<file path="src/rtl/kg_pkg.sv">
package kg_pkg;
  localparam int unsigned KG_WORD_W    = 4;
  localparam int unsigned KG_TBL_DEPTH = 16;
  localparam int unsigned KG_LBL_W     = 8;
  localparam int unsigned KG_GRP       = 4;  // words in the permuted group
endpackage

</file>
<file path="src/rtl/kg_table.sv">
module kg_table #(
  parameter int unsigned DEPTH  = 16,
  parameter int unsigned WORD_W = 4,
  localparam int unsigned AW    = $clog2(DEPTH)
) (
  input  logic                          clk_i,
  input  logic                          rst_ni,
  input  logic                          wr_en_i,
  input  logic                          blk_i,
  input  logic [AW-1:0]                 wr_addr_i,
  input  logic [WORD_W-1:0]             wr_data_i,
  output logic [DEPTH-1:0][WORD_W-1:0]  tbl_o
);
  always_ff @(posedge clk_i or negedge rst_ni) begin
    if (!rst_ni) begin
      for (int i = 0; i < int'(DEPTH); i++) tbl_o[i] <= WORD_W'(i);
    end else if (wr_en_i && !blk_i) begin
      tbl_o[wr_addr_i] <= wr_data_i;
    end
  end
endmodule

</file>
<file path="src/rtl/kg_select.sv">
module kg_select #(
  parameter int unsigned NW     = 5,
  parameter int unsigned SUB    = 2,
  parameter int unsigned WORD_W = 4,
  parameter int unsigned AW     = 4,
  localparam int unsigned SB    = $clog2(SUB),
  localparam int unsigned ENT   = NW * SUB
) (
  input  logic [ENT-1:0][WORD_W-1:0] tbl_i,
  input  logic [NW*SB-1:0]           sel_i,
  output logic [NW-1:0][WORD_W-1:0]  words_o
);
  for (genvar k = 0; k < int'(NW); k++) begin : g_word
    logic [AW-1:0] addr;
    assign addr       = AW'(k * SUB) + AW'(sel_i[k*SB +: SB]);
    assign words_o[k] = tbl_i[addr];
  end
endmodule

</file>
<file path="src/rtl/kg_shuffle.sv">
module kg_shuffle #(
  parameter int unsigned KEY_W  = 20,
  parameter int unsigned WORD_W = 4,
  parameter int unsigned NW     = 5,
  parameter int unsigned GRP    = 4,
  localparam int unsigned GB    = $clog2(GRP)
) (
  input  logic [NW-1:0][WORD_W-1:0] words_i,
  input  logic [GB:0]               ctl_i,   // [GB] group swap, [GB-1:0] permutation
  output logic [KEY_W-1:0]          key_o
);
  if (KEY_W == 16) begin : g_plain
    logic unused_ctl;
    assign unused_ctl = ^ctl_i;
    assign key_o      = words_i;
  end else begin : g_perm
    logic [GRP-1:0][WORD_W-1:0] grp_y;
    logic [WORD_W-1:0]          tail_w;
    assign tail_w = words_i[GRP];
    for (genvar i = 0; i < int'(GRP); i++) begin : g_y
      logic [GB-1:0] idx;
      assign idx      = GB'(i) ^ ctl_i[GB-1:0];
      assign grp_y[i] = words_i[idx];
    end
    assign key_o = ctl_i[GB] ? {grp_y, tail_w} : {tail_w, grp_y};
  end
endmodule

</file>
<file path="src/rtl/kg_key_gen.sv">
module kg_key_gen
  import kg_pkg::*;
#(
  parameter int unsigned KEY_W     = 20,
  parameter int unsigned WORD_W    = KG_WORD_W,
  parameter int unsigned TBL_DEPTH = KG_TBL_DEPTH,
  parameter int unsigned LBL_W     = KG_LBL_W,
  localparam int unsigned AW       = $clog2(TBL_DEPTH),
  localparam int unsigned NW       = KEY_W / WORD_W,
  localparam int unsigned SUB      = (KEY_W == 16) ? 4 : 2,
  localparam int unsigned SB       = $clog2(SUB),
  localparam int unsigned GB       = $clog2(KG_GRP)
) (
  input  logic              clk_i,
  input  logic              rst_ni,
  input  logic              lbl_vld_i,
  input  logic [LBL_W-1:0]  lbl_i,
  input  logic              wr_en_i,
  input  logic [AW-1:0]     wr_addr_i,
  input  logic [WORD_W-1:0] wr_data_i,
  output logic [KEY_W-1:0]  key_o,
  output logic              key_vld_o
);
  logic [TBL_DEPTH-1:0][WORD_W-1:0] tbl_q;
  logic [NW-1:0][WORD_W-1:0]        words;
  logic [KEY_W-1:0]                 key_d;

  kg_table #(.DEPTH(TBL_DEPTH), .WORD_W(WORD_W)) u_table (
    .clk_i     (clk_i),
    .rst_ni    (rst_ni),
    .wr_en_i   (wr_en_i),
    .blk_i     (lbl_vld_i),
    .wr_addr_i (wr_addr_i),
    .wr_data_i (wr_data_i),
    .tbl_o     (tbl_q)
  );

  kg_select #(.NW(NW), .SUB(SUB), .WORD_W(WORD_W), .AW(AW)) u_select (
    .tbl_i   (tbl_q[NW*SUB-1:0]),
    .sel_i   (lbl_i[NW*SB-1:0]),
    .words_o (words)
  );

  kg_shuffle #(.KEY_W(KEY_W), .WORD_W(WORD_W), .NW(NW), .GRP(KG_GRP)) u_shuffle (
    .words_i (words),
    .ctl_i   (lbl_i[LBL_W-1 -: GB+1]),
    .key_o   (key_d)
  );

  always_ff @(posedge clk_i or negedge rst_ni) begin
    if (!rst_ni) begin
      key_o     <= '0;
      key_vld_o <= 1'b0;
    end else begin
      key_vld_o <= lbl_vld_i;
      if (lbl_vld_i) key_o <= key_d;
    end
  end
endmodule

</file>
<file path="config.mk">
export PLATFORM = sky130hd
export DESIGN_NAME = kg_key_gen
export DESIGN_NICKNAME = d
export VERILOG_FILES = /design/src/rtl/kg_pkg.sv /design/src/rtl/kg_table.sv /design/src/rtl/kg_select.sv /design/src/rtl/kg_shuffle.sv /design/src/rtl/kg_key_gen.sv
export SDC_FILE = /design/constraint.sdc
export NUM_CORES = 1
export LEC_CHECK = 0
export ABC_AREA = 1
export BUFFER_PORTS_ARGS = -buffer_cell sky130_fd_sc_hd__buf_4
export CAP_MARGIN = 20
export CORE_AREA = 2 2 87 97
export DETAILED_ROUTE_END_ITERATION = 10
export DIE_AREA = 0 0 89 99
export HOLD_SLACK_MARGIN = 0.03
export PLACE_DENSITY_LB_ADDON = 0.2
export SLEW_MARGIN = 20
export SYNTH_ARGS = -nofsm -noshare
export SYNTH_HDL_FRONTEND = slang
export SYNTH_SLANG_ARGS = --single-unit
</file>
<file path="constraint.sdc">
create_clock -name clk_i -period 1.48 [get_ports clk_i]
set_input_delay 0 -clock clk_i [delete_from_list [all_inputs] [get_ports clk_i]]
set_output_delay 0 -clock clk_i [all_outputs]
set_load 0.05 [all_outputs]
</file>
==> results.cfg <==
[status]
outcome = completed

[timing]
rsz0062_at_grt = yes
worst_slew_pin_slew_ps = 568
finalCritPeriodShare_pct = 95.3
setup-violations-final = 0
clock_skew_ps = 12.3
max_freq_mhz = 709
finalCriticalPeriod_ps = 1410
maxSlewViolCount = 0
slew_headroom_pct = 62.1
hold_viol = 0
setup_tns_ps = 0
layout_setup_ws_ps = 69.3
hold_slack_ps = 74.9

[clock_tree]
tritoncts = yes
clkSlewWorstSetupHoldPaths_ps = 70
clockBufferDepth = 2
cts_root_buf = clkbuf_8
cts_sinks = 61
cts_buffers = 9
clk-insertion-delay-late_ps = 350
postCtsSetupRepairBufs = 0
cts_max_level = 3
cts_resized = 0

[cells_and_area]
nNetsFinal = 462
syn_to_final_growth_pct = 21.9
final_util_pct = 47.9
num_antenna_cells = 0
drive_above_1_share_pct = 18.1

[detailed_routing]
via_per_inst = 5.15
vias = 2856
drt-initial-drc-count = 216
wl_per_cell_um = 14.6
detail-route-antenna-nets = 0
drc_errors = 0
dr.pass1.iters = 5
wirelength_um = 8100

[worst_setup_path]
cp-end-kind = register
cp_max_fo = 22
cp.arrival_ps = 1670
start_kind = primary input
required_ps = 1740
critPathKind = primary input to register

[pwr]
ir_drop_uv = 482
p_total_mw = 5.20
p_per_area_nw_per_um2 = 1390
leakagePower_nw = 1.81

[floorplanning]
initial_core_util_pct = 39.3
fp-row-count = 34
pin_count = 41
die_w_um = 89
die_area_sq_um = 8810
die_h_um = 99
core_sq_um = 7830

[grt]
antenna_found_initial = 0
overflow = 0
grt_pass1_wl_um = 13800
grt_max_degree = 40
grt_pass1_vias = 2755
track_usage_pct = 20.5

[synthesis]
synthDistinctLibCells = 18
synthesis.nets = 420
yosysWarnings = 0
syn_inst = 400
seq_area_frac_synth_pct = 50.2
syn_area_sq_um = 3080
avgSynthCellArea_sq_um = 7.69
synth_top_area_cell = dfrtp_1
yosys.area.top_type_share_pct = 37.4
synth_area_leaders = dfrtp_1 37%, nand3_1 16%, nand2_1 15%
yosys_register_bits = 61

[placed_design]
hpwl_um = 6020
gp_congestion = 0.869
pre_cts_slack_ps = 264
io_buffers = 40

[job]
drv_cap = 0

[hold_path]
hp-class = primary input to register
[layer usage]
layer | up-vias | GRT usage (%) | part of all wire, %
met2 | 76 | 30.1 | 45
met1 | 1333 | 28.1 | 48
met4 | 0 | 10.8 | 3.9
li1 | 1427 | - | -
met3 | 20 | 4.52 | 3.6
met5 | - | 0 | 0
[per-stage QoR]
stage	area [sq um]	std cells
after detailed placement	3460	536
final	3750	555
after CTS	3750	555
after floorplan	3080	400
after global placement	3460	536
after global routing	3750	555
[cell families after synthesis]
logic type | synth area share [%]
compound gates | 9.76
buf+inv | 5.09
flops | 50.2
simple gates | 34.9
[flip-flops by register name, indices dropped and copies added, names as in the netlist]
| name | flops |
|---|---|
| key_o | 20 |
| key_vld_o | 1 |
| u_table.tbl_o | 40 |
[synthesized netlist by cell type]
cell type / count
buf_2: 5
inv_1: 18
o21ai_0: 44
inv_2: 3
nor2_1: 13
nand2_2: 1
buf_1: 1
dfrtp_1: 46
nor3b_2: 1
a21oi_1: 16
nand2_1: 124
nand3_2: 3
buf_4: 1
buf_6: 2
clkbuf_1: 5
dfstp_2: 15
nor3_1: 2
nand3_1: 100
[repair_timing]
| action | CTS | global route |
|---|---|---|
| endpoints found under the setup margin | 0 | 6 |
| hold buffers | 3 | 0 |
| endpoints found under the hold margin | 56 | 0 |
[report_power, final]
| group | internal, mW | total [mW] | switching, mW |
|---|---|---|---|
| registers | 1.99 | 2.15 | 0.155 |
| clock network | 1.21 | 1.90 | 0.688 |
| logic | 0.379 | 1.15 | 0.775 |
| total | 3.58 | 5.20 | 1.62 |
[layout make-up]
type | instances | area [sq um]
inverter | 21 | 78.8
timing repair buffer | 45 | 358
multi-input combinational | 304 | 1370
tap | 108 | 135
clock inverter | 5 | 106
fill | 827 | 4080
clock buffer | 11 | 151
sequential | 61 | 1550
[worst max-delay path: stages]
cell	delay [ps]
dlygate4sd3_1	540
buf_4	210
inv_2	100
nand2_2	80
nor3_1	220
nand2_1	250
o21ai_0	260
[path summary, 6_finish.rpt]
kind | from | endpoint | slack (ps) | cells past startpoint
max | lbl_vld_i | u_table.tbl_o[29] | 70 | 7
min | wr_addr_i[0] | u_table.tbl_o[9] | 70 | 4
max reg2reg | u_table.tbl_o[9] | key_o[1] | 240 | 6
min reg2reg | key_o[8] | key_o[8] | 480 | 2
max in group asynchronous | rst_ni | u_table.tbl_o[36] | 820 | 3
min in group asynchronous | rst_ni | key_o[14] | 80 | 2
[cell usage in the layout, fill, tap and decap left out, types with 2 or more instances in the layout]
cell           instances
a21oi_1               16
buf_4                 41
bufinv_16              3
clkbuf_8              11
dfrtp_1               46
dfstp_2               15
dlygate4sd3_1          3
inv_1                 18
inv_2                  3
nand2_1              124
nand3_1              100
nand3_2                3
nor2_1                13
nor3_1                 2
o21ai_0               44
(Power assumes the default switching activity.)
